--- src/rtl/hash_seq.sv ---
module hash_seq #(
  parameter int LEN_W = 32
) (
  input  logic        clk,
  input  logic        rst_n,
  input  logic        wr_en,
  input  logic [3:0]  wr_addr,
  input  logic [31:0] wr_data,
  input  logic [3:0]  rd_addr,
  output logic [31:0] rd_data,
  output logic        blk_req,
  output logic [2:0]  blk_phase,
  output logic [1:0]  algo,
  input  logic        blk_done,
  output logic        busy,
  output logic        cfg_err
);
  localparam int BLK = 64;
  localparam int OFS = $clog2(BLK);

  typedef enum logic [1:0] {S_IDLE, S_PICK, S_WAIT} st_t;
  typedef enum logic [2:0] {P_NONE, P_KI, P_KO, P_DATA, P_FIN, P_OUT} ph_t;

  st_t              st;
  ph_t              ph, nxt;
  logic [7:0][31:0] dig;
  logic [LEN_W-1:0] cnt, rem;
  logic             m_outer, m_key, m_close, m_const, kstep, req_q, err_q;
  logic [1:0]       m_alg;

  function automatic logic [31:0] iv(input logic [1:0] a, input logic [2:0] i);
    case ({a, i})
      {2'd0, 3'd0}, {2'd1, 3'd0}: iv = 32'h67452301;
      {2'd0, 3'd1}, {2'd1, 3'd1}: iv = 32'hefcdab89;
      {2'd0, 3'd2}, {2'd1, 3'd2}: iv = 32'h98badcfe;
      {2'd0, 3'd3}, {2'd1, 3'd3}: iv = 32'h10325476;
      {2'd1, 3'd4}: iv = 32'hc3d2e1f0;
      {2'd2, 3'd0}: iv = 32'hc1059ed8;
      {2'd2, 3'd1}: iv = 32'h367cd507;
      {2'd2, 3'd2}: iv = 32'h3070dd17;
      {2'd2, 3'd3}: iv = 32'hf70e5939;
      {2'd2, 3'd4}: iv = 32'hffc00b31;
      {2'd2, 3'd5}: iv = 32'h68581511;
      {2'd2, 3'd6}: iv = 32'h64f98fa7;
      {2'd2, 3'd7}: iv = 32'hbefa4fa4;
      {2'd3, 3'd0}: iv = 32'h6a09e667;
      {2'd3, 3'd1}: iv = 32'hbb67ae85;
      {2'd3, 3'd2}: iv = 32'h3c6ef372;
      {2'd3, 3'd3}: iv = 32'ha54ff53a;
      {2'd3, 3'd4}: iv = 32'h510e527f;
      {2'd3, 3'd5}: iv = 32'h9b05688c;
      {2'd3, 3'd6}: iv = 32'h1f83d9ab;
      {2'd3, 3'd7}: iv = 32'h5be0cd19;
      default:      iv = 32'h0;
    endcase
  endfunction

  assign busy      = (st != S_IDLE);
  assign blk_req   = req_q;
  assign blk_phase = ph;
  assign algo      = m_alg;
  assign cfg_err   = err_q;

  always_comb begin
    if (m_key)            nxt = kstep ? P_KO : P_KI;
    else if (rem >= BLK)  nxt = P_DATA;
    else if (m_close)     nxt = P_FIN;
    else if (m_outer)     nxt = P_OUT;
    else                  nxt = P_NONE;
  end

  always_comb begin
    if (rd_addr < 4'd8)        rd_data = dig[rd_addr[2:0]];
    else if (rd_addr == 4'd8)  rd_data = 32'(cnt);
    else if (rd_addr == 4'd9)  rd_data = {24'b0, m_outer, 1'b0, m_key, m_close, m_const, m_alg, 1'b0};
    else if (rd_addr == 4'd10) rd_data = 32'(rem);
    else                       rd_data = 32'h0;
  end

  always_ff @(posedge clk or negedge rst_n) begin
    if (!rst_n) begin
      st <= S_IDLE; ph <= P_NONE; dig <= '0; cnt <= '0; rem <= '0;
      m_outer <= 1'b0; m_key <= 1'b0; m_close <= 1'b0; m_const <= 1'b0;
      m_alg <= 2'd0; kstep <= 1'b0; req_q <= 1'b0; err_q <= 1'b0;
    end else begin
      req_q <= 1'b0;
      case (st)
        S_IDLE: if (wr_en) begin
          if (wr_addr < 4'd8) dig[wr_addr[2:0]] <= wr_data;
          else if (wr_addr == 4'd8) cnt <= {wr_data[LEN_W-1:OFS], {OFS{1'b0}}};
          else if (wr_addr == 4'd9) begin
            m_outer <= wr_data[7]; m_key <= wr_data[5]; m_close <= wr_data[4];
            m_const <= wr_data[3]; m_alg <= wr_data[2:1];
          end else if (wr_addr == 4'd10) begin
            if (!m_close && wr_data[OFS-1:0] != '0) err_q <= 1'b1;
            else begin
              rem   <= wr_data[LEN_W-1:0];
              kstep <= 1'b0;
              st    <= S_PICK;
              if (m_key) cnt <= LEN_W'(BLK);
              else if (m_const) begin
                cnt <= '0;
                for (int i = 0; i < 8; i++) dig[i] <= iv(m_alg, 3'(i));
              end
            end
          end
        end
        S_PICK: begin
          ph <= nxt;
          if (nxt == P_NONE) st <= S_IDLE;
          else begin
            req_q <= 1'b1;
            st    <= S_WAIT;
          end
        end
        S_WAIT: if (blk_done) begin
          st      <= S_PICK;
          m_const <= 1'b0;
          case (ph)
            P_KI:   kstep <= 1'b1;
            P_KO:   begin kstep <= 1'b0; m_key <= 1'b0; end
            P_DATA: begin rem <= rem - LEN_W'(BLK); cnt <= cnt + LEN_W'(BLK); end
            P_FIN:  begin cnt <= cnt + rem; rem <= '0; m_close <= 1'b0; end
            P_OUT:  m_outer <= 1'b0;
            default: ;
          endcase
        end
        default: st <= S_IDLE;
      endcase
    end
  end


  busy_hold_chk: assert property (@(posedge clk) disable iff (!rst_n) busy |=> $stable(dig));

  req_pulse_chk: assert property (@(posedge clk) disable iff (!rst_n) blk_req |=> !blk_req);

  rem_down_chk: assert property (@(posedge clk) disable iff (!rst_n) busy |=> rem <= $past(rem));

  err_sticky_chk: assert property (@(posedge clk) disable iff (!rst_n) cfg_err |=> cfg_err);

  key_clear_chk: assert property (@(posedge clk) disable iff (!rst_n)
    ($fell(m_key) && $past(busy)) |-> ($past(blk_phase) == 3'd2));
endmodule

--- config.mk ---
export PLATFORM = sky130hd
export DESIGN_NAME = hash_seq
export DESIGN_NICKNAME = d
export VERILOG_FILES = /design/src/rtl/hash_seq.sv
export SDC_FILE = /design/constraint.sdc
export NUM_CORES = 1
export LEC_CHECK = 0
export ABC_AREA = 0
export BUFFER_PORTS_ARGS = -buffer_cell sky130_fd_sc_hd__buf_4
export CAP_MARGIN = 15
export CORE_ASPECT_RATIO = 0.6
export CORE_UTILIZATION = 40
export DETAILED_ROUTE_END_ITERATION = 12
export PLACE_DENSITY = 0.59
export SLEW_MARGIN = 10
export SYNTH_ARGS = -nofsm -noshare
export SYNTH_HDL_FRONTEND = slang
export SYNTH_SLANG_ARGS = --single-unit
--- constraint.sdc ---
create_clock -name clk -period 6.5 [get_ports clk]
set_input_delay 0.65 -clock clk [delete_from_list [all_inputs] [get_ports clk]]
set_output_delay 0.65 -clock clk [all_outputs]
set_load 0.005 [all_outputs]
==> flow_summary.rst, run 1 <==
.. list-table::
   :header-rows: 1

   * - Metric
     - Value
   * - Status
     - finished, final reports clean
   * - Worst endpoint required time
     - 6.96 ns
   * - Initial drt markers
     - 2416
   * - # rows
     - 62
   * - RePlAce Congestion
     - 0.945
   * - Max Buffers Root-to-Sink
     - 3
   * - Synth area leaders
     - sky130_fd_sc_hd__dfrtp_1, sky130_fd_sc_hd__o21ai_0, sky130_fd_sc_hd__mux4_2, sky130_fd_sc_hd__a22oi_1, sky130_fd_sc_hd__a21oi_1
   * - Fraction of post-synthesis cell area in the top cell type by area
     - 42.1%
   * - Gate count of the mapped netlist
     - 2185
   * - Count of H-tree levels built during CTS
     - 2
   * - Mean Syn Cell Area
     - 9.08 um^2
   * - Area delta synth->final
     - 10.8%
   * - Highest attainable clock frequency
     - 255 MHz
   * - I/O Buffers
     - 83
   * - Worst flop-to-flop path startpoint
     - rem[1]$_DFFE_PN0P_
   * - Total count of max-transition violations in the final report
     - 0
   * - Total track usage
     - 29.5%
   * - Dpl hpwl
     - 48500 um
   * - EDFF count, synth
     - 0
   * - Critical Path Sink Type
     - flip-flop
   * - Post-CTS resize count
     - 0
   * - Layout Nets
     - 2225
   * - Area of the core
     - 48400 um^2
   * - DR vias
     - 18300
   * - First-pass GRT wire length
     - 112000 um
   * - IO Count
     - 84
   * - Startpoint of the worst setup timing path
     - rem[1]$_DFFE_PN0P_
   * - Crit Path Category
     - flip-flop to flip-flop
   * - CTS tree
     - done
   * - Vertical extent of the die
     - 175 um
   * - Synth Register Bits
     - 334
   * - Ratio of final minimum period to clock period
     - 60.3%
   * - Count of TritonRoute iterations in the first routing pass
     - 6
   * - DRC viols
     - 0
   * - Post-Synthesis Cell Area
     - 19900 um^2
   * - Share of final-layout standard cells stronger than drive strength 1
     - 13.0%
   * - Leakage component of the power
     - 8.89 nW
   * - Final setup violation count
     - 0
   * - Later-pin clock latency in the skew report
     - 0.54 ns
   * - Antenna violation net count after detailed routing
     - 0
   * - GRT overflow
     - 0
   * - Number of warnings issued by yosys
     - 0
   * - Average wire per standard cell
     - 26.8 um
   * - Relative max-transition margin
     - 14.7%
   * - Type of the tightest min-delay check
     - input port to async pin
   * - Unique cell type count in the Yosys netlist
     - 77
   * - Number of buffers created by CTS
     - 35
   * - Kind of launch point of the worst setup path
     - flip-flop
   * - Starting utilization of the core area
     - 41.0%
   * - Setup total negative slack
     - 0 ns
   * - Shortest period the worst path allows
     - 3.92 ns
   * - Maximum net fanout on the critical path
     - 5
   * - Worst Max-Slew Pin Slew
     - 1.28 ns
   * - Syn_nets
     - 2270
   * - Final Hold Violating Endpoints
     - 0
   * - Max-cap violations
     - 0
   * - Clock Sink Count
     - 334
   * - Maximum ir drop on the vdd rail
     - 202 uV
   * - Commonest cells in the synthesized netlist
     - sky130_fd_sc_hd__dfrtp_1, sky130_fd_sc_hd__o21ai_0, sky130_fd_sc_hd__a21oi_1, sky130_fd_sc_hd__nor2_1, sky130_fd_sc_hd__a22oi_1
   * - Pwr per Cell Area
     - 358 nW/um^2
   * - Average vias per placed instance
     - 6.54
   * - Number of antenna violations at the first check in global routing
     - 0
   * - Sequential share of the synthesized area
     - 42.1%
   * - Vias in the first global route
     - 17200
   * - Data arrival time of the critical path
     - 4.37 ns
   * - Largest clock skew in the final design
     - 0.0294 ns
   * - Width of the die
     - 290 um
   * - Maximum number of pins on one net before global-route repair
     - 150
   * - Clock root buffer master
     - sky130_fd_sc_hd__clkbuf_16
   * - Number of post-CTS setup repair buffers
     - 0
   * - Hold_buf cts
     - 0
   * - Total power
     - 7.88 mW
   * - Clk slew on worst S/H paths
     - 0.06 ns
   * - Die footprint
     - 50500 um^2
   * - Setup repair after global routing missed its margin
     - no
   * - Proportion of synthesized flip-flops having asynchronous set or reset
     - 100%
   * - Drt total wl
     - 75200 um
   * - Cell taking the most area after synthesis
     - sky130_fd_sc_hd__dfrtp_1
   * - Main flop type after synthesis
     - sky130_fd_sc_hd__dfrtp_1
   * - Most numerous cell in the Yosys netlist
     - sky130_fd_sc_hd__dfrtp_1
   * - Antenna diode instance count
     - 0
==> worst paths after layout <==
path	endpoint	slack (ns)	cells after the start
setup / recovery	cnt[31]$_DFFE_PN0P_	2.58	10
hold / removal	cnt[30]$_DFFE_PN0P_	0.19	1
setup reg to reg	cnt[31]$_DFFE_PN0P_	2.58	10
hold reg to reg	dig[94]$_DFFE_PN0P_	0.48	2
max in group asynchronous	dig[230]$_DFFE_PN0P_	4.74	2
min in group clk	st[1]$_DFFE_PN0P_	0.33	2
==> layout by cell type, fill, tap and decap left out, types with 5 or more instances in the layout <==
cell                          n
sky130_fd_sc_hd__a211oi_1    10
sky130_fd_sc_hd__a21o_1       9
sky130_fd_sc_hd__a21oi_1    223
sky130_fd_sc_hd__a222oi_1    11
sky130_fd_sc_hd__a22o_1       6
sky130_fd_sc_hd__a22oi_1    180
sky130_fd_sc_hd__a31oi_1     19
sky130_fd_sc_hd__a32oi_1     12
sky130_fd_sc_hd__and2_1       5
sky130_fd_sc_hd__and3_1      15
sky130_fd_sc_hd__buf_4      118
sky130_fd_sc_hd__clkbuf_1     5
sky130_fd_sc_hd__clkbuf_16   35
sky130_fd_sc_hd__clkbuf_8     8
sky130_fd_sc_hd__clkinv_2     8
sky130_fd_sc_hd__dfrtp_1    334
sky130_fd_sc_hd__ha_1        40
sky130_fd_sc_hd__inv_1       27
sky130_fd_sc_hd__mux2i_1     35
sky130_fd_sc_hd__mux4_2      64
sky130_fd_sc_hd__nand2_1    167
sky130_fd_sc_hd__nand2b_1    12
sky130_fd_sc_hd__nand3_1     24
sky130_fd_sc_hd__nand4_1      8
sky130_fd_sc_hd__nor2_1     211
sky130_fd_sc_hd__nor2_2       8
sky130_fd_sc_hd__nor2b_1      7
sky130_fd_sc_hd__nor3_1      22
sky130_fd_sc_hd__nor4_1       7
sky130_fd_sc_hd__o21a_1      12
sky130_fd_sc_hd__o21ai_0    320
sky130_fd_sc_hd__o21ai_1      5
sky130_fd_sc_hd__o22a_1      46
sky130_fd_sc_hd__o22ai_1     16
sky130_fd_sc_hd__o31ai_1      6
sky130_fd_sc_hd__or3_1        9
sky130_fd_sc_hd__xnor2_1     31
sky130_fd_sc_hd__xor2_1       6
==> area by class of cell <==
type | instances | area [um^2]
Clock buffer | 48 | 1000
Multi-Input combinational cell | 1619 | 10700
Tap cell | 640 | 801
Inverter | 28 | 105
Clock inverter | 13 | 104
Fill cell | 4601 | 26400
Timing Repair Buffer | 122 | 952
Sequential cell | 334 | 8360
==> layer usage <==
| metal | GRT usage [%] | routed length (um) | up-vias |
|---|---|---|---|
| met4 | 6.92 | 1810 | 0 |
| li1 | - | - | 8026 |
| met1 | 45.6 | 34200 | 9141 |
| met3 | 8.23 | 8910 | 113 |
| met5 | 0 | 0 | - |
| met2 | 40.0 | 30300 | 1049 |
==> where the power goes <==
group          internal, mW  switching [mW]
logic                  1.15            1.35
clock network          1.13           0.906
registers              2.71           0.634
total                  4.99            2.89
==> cells by family after synthesis <==
logic type               Yosys count  share of synthesized area (%)
adder cells (fa/ha/maj)           41                           2.62
AND/OR/NAND/NOR                  529                           11.9
flip-flops                       334                           42.1
multiplexers                     100                           9.08
XOR/XNOR                          37                           1.63
AO/OA/AOI/OAI                    912                           28.2
buffers and inverters            232                           4.51
==> worst max-delay path, stage by stage (launching register included) <==
cell and delay, ns:
sky130_fd_sc_hd__dfrtp_1 0.45, sky130_fd_sc_hd__ha_1 0.33, sky130_fd_sc_hd__a211oi_1 0.26, sky130_fd_sc_hd__nor2_1 0.14
sky130_fd_sc_hd__o21ai_0 0.81, sky130_fd_sc_hd__a21boi_0 0.58, sky130_fd_sc_hd__o31ai_1 0.41, sky130_fd_sc_hd__a31oi_1 0.18
sky130_fd_sc_hd__xnor2_1 0.18, sky130_fd_sc_hd__or4_1 0.41, sky130_fd_sc_hd__nand4_1 0.08
==> per-stage QoR <==
| step | utilization (%) | hold WS [ns] | std cells | worst slack, ns | instance area [um^2] |
|---|---|---|---|---|---|
| 2_1_floorplan | - | 0.354 | 2185 | 3.69 | 19900 |
| 3_3_place_gp | 43.1 | 0.450 | 2743 | 2.68 | 20900 |
| 3_5_place_dp | 43.1 | 0.455 | 2743 | 2.63 | 20900 |
| 4_1_cts | 45.4 | 0.263 | 2804 | 2.78 | 22000 |
| 5_1_grt | 45.4 | 0.276 | 2804 | 2.47 | 22000 |
| 6_report | 45.4 | 0.193 | 2804 | 2.58 | 22000 |
==> registers in the layout, indices dropped and copies added (netlist names) <==
| register | count |
|---|---|
| blk_phase | 3 |
| m_const | 1 |
| blk_req | 1 |
| rem | 32 |
| algo | 2 |
| m_outer | 1 |
| cfg_err | 1 |
| m_key | 1 |
| cnt | 32 |
| kstep | 1 |
| dig | 256 |
| m_close | 1 |
| st | 2 |
(Power assumes the default switching activity.)
==> inputs of run 2 (changes only) <==
--- a/config.mk
+++ b/config.mk
@@ -5,13 +5,13 @@
 export SDC_FILE = /design/constraint.sdc
 export NUM_CORES = 1
 export LEC_CHECK = 0
-export ABC_AREA = 0
+export ABC_AREA = 1
 export BUFFER_PORTS_ARGS = -buffer_cell sky130_fd_sc_hd__buf_4
 export CAP_MARGIN = 15
 export CORE_ASPECT_RATIO = 0.6
 export CORE_UTILIZATION = 40
 export DETAILED_ROUTE_END_ITERATION = 12
-export PLACE_DENSITY = 0.59
+export PLACE_DENSITY = 0.61
 export SLEW_MARGIN = 10
 export SYNTH_ARGS = -nofsm -noshare
 export SYNTH_HDL_FRONTEND = slang
==> constraint.sdc (replaced) <==
create_clock -name clk -period 3.4 [get_ports clk]
set_input_delay 0.34 -clock clk [delete_from_list [all_inputs] [get_ports clk]]
set_output_delay 0.34 -clock clk [all_outputs]
set_load 0.005 [all_outputs]
==> run 2 against run 1 <==
  * Clock-buffer cell count increased by 2
  * Hold slack got worse by 0.11 ns
  * Via count increased by 20%
  * Non-clock buffer count increased by 37
  * Critical endpoint is now blk_phase[2]$_DFFE_PN0P_
  * Register-to-register slack got worse by 2.5 ns
  * Flip-flop and latch count unchanged
  * Highest routed layer unchanged
  * Sequential power increased by 76%
==> flow_summary.rst, run 2 <==
.. list-table::
   :header-rows: 1

   * - Metric
     - Value
   * - Maximum number of pins on one net before global-route repair
     - 87
   * - Leakage component of the power
     - 11.1 nW
   * - Maximum ir drop on the vdd rail
     - 364 uV
   * - # rows
     - 63
   * - Clk slew on worst S/H paths
     - 0.06 ns
   * - Average vias per placed instance
     - 5.96
   * - Total track usage
     - 33.7%
   * - Critical Path Sink Type
     - flip-flop
   * - EDFF count, synth
     - 0
   * - Number of post-CTS setup repair buffers
     - 0
   * - Shortest period the worst path allows
     - 3.31 ns
   * - Average wire per standard cell
     - 23.9 um
   * - Number of buffers created by CTS
     - 35
   * - Antenna violation net count after detailed routing
     - 0
   * - Share of final-layout standard cells stronger than drive strength 1
     - 7.79%
   * - Number of warnings issued by yosys
     - 0
   * - GRT overflow
     - 0
   * - Kind of cell adding the most delay to the critical path
     - simple AND/OR/NAND/NOR gates
   * - Number of flip-flops in the largest register
     - 256
   * - Largest clock skew in the final design
     - 0.0152 ns
   * - Area of the core
     - 50000 um^2
   * - Initial drt markers
     - 3128
   * - Layout Nets
     - 3068
   * - Proportion of power drawn by the clock network
     - 23.6%
   * - Pwr per Cell Area
     - 730 nW/um^2
   * - RePlAce Congestion
     - 0.998
   * - Internal power contribution
     - 9.47 mW
   * - Post-CTS resize count
     - 0
   * - Drt total wl
     - 88000 um
   * - Maximum net fanout on the critical path
     - 5
   * - Data arrival time of the critical path
     - 3.78 ns
   * - Setup repair after global routing missed its margin
     - no
   * - Highest attainable clock frequency
     - 302 MHz
   * - Unique cell type count in the Yosys netlist
     - 44
   * - DRC viols
     - 0
   * - Placed Instances
     - 3627
   * - DR vias
     - 22000
   * - Setup total negative slack
     - 0 ns
   * - Post-Synthesis Cell Area
     - 20500 um^2
   * - Leading cell types in the layout, fill and taps excluded
     - sky130_fd_sc_hd__nand2_1, sky130_fd_sc_hd__o21ai_0, sky130_fd_sc_hd__dfrtp_1, sky130_fd_sc_hd__nor2_1, sky130_fd_sc_hd__inv_1
   * - Count of H-tree levels built during CTS
     - 2
   * - Max-cap violations
     - 0
   * - Worst flop-to-flop path startpoint
     - rem[15]$_DFFE_PN0P_
   * - CP dominant cell by count
     - sky130_fd_sc_hd__nor2_1
   * - Largest registers
     - dig x256, cnt x32, rem x32
   * - Synth Register Bits
     - 334
   * - Most common library cell in the layout ignoring fill and taps
     - sky130_fd_sc_hd__nand2_1
   * - Count of fill cells added during filler insertion
     - 5069
   * - Width of the die
     - 294 um
   * - Status
     - finished, final reports clean
   * - CP max-delay cell
     - sky130_fd_sc_hd__nor2_1
   * - First-pass GRT wire length
     - 131000 um
   * - Number of antenna violations at the first check in global routing
     - 0
   * - Max Buffers Root-to-Sink
     - 3
   * - Cell Count, Final, Fillers Out
     - 3685
   * - Sequential share of the synthesized area
     - 40.7%
   * - Post-Place Setup Slack
     - 0.454 ns
   * - Most flops, register
     - dig
   * - Starting utilization of the core area
     - 41.1%
   * - Main flop type after synthesis
     - sky130_fd_sc_hd__dfrtp_1
   * - CTS tree
     - done
   * - Count of TritonRoute iterations in the first routing pass
     - 6
   * - Later-pin clock latency in the skew report
     - 0.54 ns
   * - Startpoint of the worst setup timing path
     - rem[15]$_DFFE_PN0P_
   * - Kind of launch point of the worst setup path
     - flip-flop
   * - Commonest cells in the synthesized netlist
     - sky130_fd_sc_hd__nand2_1, sky130_fd_sc_hd__o21ai_0, sky130_fd_sc_hd__dfrtp_1, sky130_fd_sc_hd__nor2_1, sky130_fd_sc_hd__inv_1
   * - Vertical extent of the die
     - 177 um
   * - Hold Startpoint
     - wr_data[2]
   * - Gate count of the mapped netlist
     - 2951
   * - Relative max-transition margin
     - 26.2%
   * - Die footprint
     - 52300 um^2
   * - Mean Syn Cell Area
     - 6.96 um^2
   * - Vias in the first global route
     - 20200
   * - Proportion of synthesized flip-flops having asynchronous set or reset
     - 100%
   * - Clock root buffer master
     - sky130_fd_sc_hd__clkbuf_16
   * - Critical path cell sequence
     - nor2_1 -> nand2_1 -> nor2_1 -> nand2_1 -> nor2_1 -> nand4_1 -> o21ai_0 -> o21a_1
   * - Reported net switching power
     - 7.55 mW
   * - Sum of buffers and inverters on the critical path
     - 0
   * - Sw Share
     - 44.4%
   * - I/O Buffers
     - 83
   * - Fraction of post-synthesis cell area in the top cell type by area
     - 40.7%
   * - Most numerous cell in the Yosys netlist
     - sky130_fd_sc_hd__nand2_1
   * - Cell taking the most area after synthesis
     - sky130_fd_sc_hd__dfrtp_1
   * - Synth area leaders
     - sky130_fd_sc_hd__dfrtp_1, sky130_fd_sc_hd__nand2_1, sky130_fd_sc_hd__o21ai_0, sky130_fd_sc_hd__nor2_1, sky130_fd_sc_hd__a21oi_1
   * - Antenna diode instance count
     - 0
   * - Total count of max-transition violations in the final report
     - 0
   * - Type of the tightest min-delay check
     - input port to flip-flop
   * - Slowest cell delay on critical path
     - 0.85 ns
   * - Ratio of final minimum period to clock period
     - 97.5%
   * - Total power
     - 17.0 mW
   * - Hold_buf cts
     - 1
   * - Area delta synth->final
     - 13.5%
   * - Crit Path Category
     - flip-flop to flip-flop
   * - Syn_nets
     - 3036
   * - Clock Sink Count
     - 334
   * - Dpl hpwl
     - 62300 um
   * - Post-route worst setup slack
     - 0.0859 ns
   * - IO Count
     - 84
   * - Worst endpoint required time
     - 3.86 ns
   * - Final Hold Violating Endpoints
     - 0
   * - Share of total power in combinational logic
     - 41.8%
   * - Final setup violation count
     - 0
   * - Sequential Power Share
     - 34.6%
   * - Worst Max-Slew Pin Slew
     - 1.10 ns
==> run 2: layout make-up <==
cell class                 count  area [um^2]  share of cell area (%)
clock buffer                  50         1020                    4.40
clock inverter                 7          110                   0.472
inverter                     287         1080                    4.62
multi-input combinational   2166        10600                    45.3
sequential                   334         8360                    35.9
tap                          682          853                    3.66
timing repair buffer         159         1330                    5.70
==> run 2: tightest hold or removal path, cell delays in order <==
cell,delay [ns]
sky130_fd_sc_hd__buf_4,0.09
sky130_fd_sc_hd__nand3_1,0.07
sky130_fd_sc_hd__o21ai_0,0.07
==> run 2: final timing paths <==
| kind | endpoint | slack (ns) | cells past startpoint |
|---|---|---|---|
| max | blk_phase[2]$_DFFE_PN0P_ | 0.09 | 8 |
| min | rem[2]$_DFFE_PN0P_ | 0.08 | 3 |
| max reg2reg | blk_phase[2]$_DFFE_PN0P_ | 0.09 | 8 |
| min reg2reg | dig[50]$_DFFE_PN0P_ | 0.48 | 2 |
| max in group asynchronous | rem[26]$_DFFE_PN0P_ | 2.07 | 3 |
| min in group asynchronous | dig[162]$_DFFE_PN0P_ | 0.42 | 2 |
==> run 2: metrics by stage <==
step                      hold WS (ns)  instance area (um^2)  util (%)
after floorplan                 0.0444                 20500         -
after global placement           0.408                 22200      44.3
after detailed placement         0.411                 22200      44.3
after CTS                       0.0611                 23300      46.6
after global routing            0.0799                 23300      46.6
final                           0.0821                 23300      46.6
==> run 2: power groups by stage <==
| stage | clock network [mW] | logic [mW] | registers (mW) |
|---|---|---|---|
| after global placement | 0 | 6.79 | 5.88 |
| after global routing | 4.19 | 7.90 | 5.99 |
| final | 4.02 | 7.12 | 5.89 |
| after CTS | 4.04 | 6.89 | 5.86 |
| after detailed placement | 0 | 6.86 | 5.91 |
| after floorplan | 0 | 4.60 | 5.59 |
==> run 2: kinds of logic after synthesis <==
family	Yosys count	synth area share, %
AOI/OAI and AO/OA	838	23.0
and+or+nand+nor	1269	24.8
DFF	334	40.7
xor gates and xnor gates	18	0.768
buffers and inverters	451	8.25
adders and majority gates	41	2.54
==> run 2: routing by layer <==
layer  up-vias  global-route usage, %  share of wire [%]
met3       136                   8.44                 13
met2      1445                   45.2                 38
met1     10500                   52.7                 46
met4         0                   7.79                2.4
li1       9914                      -                  -
met5         -                      0                  0
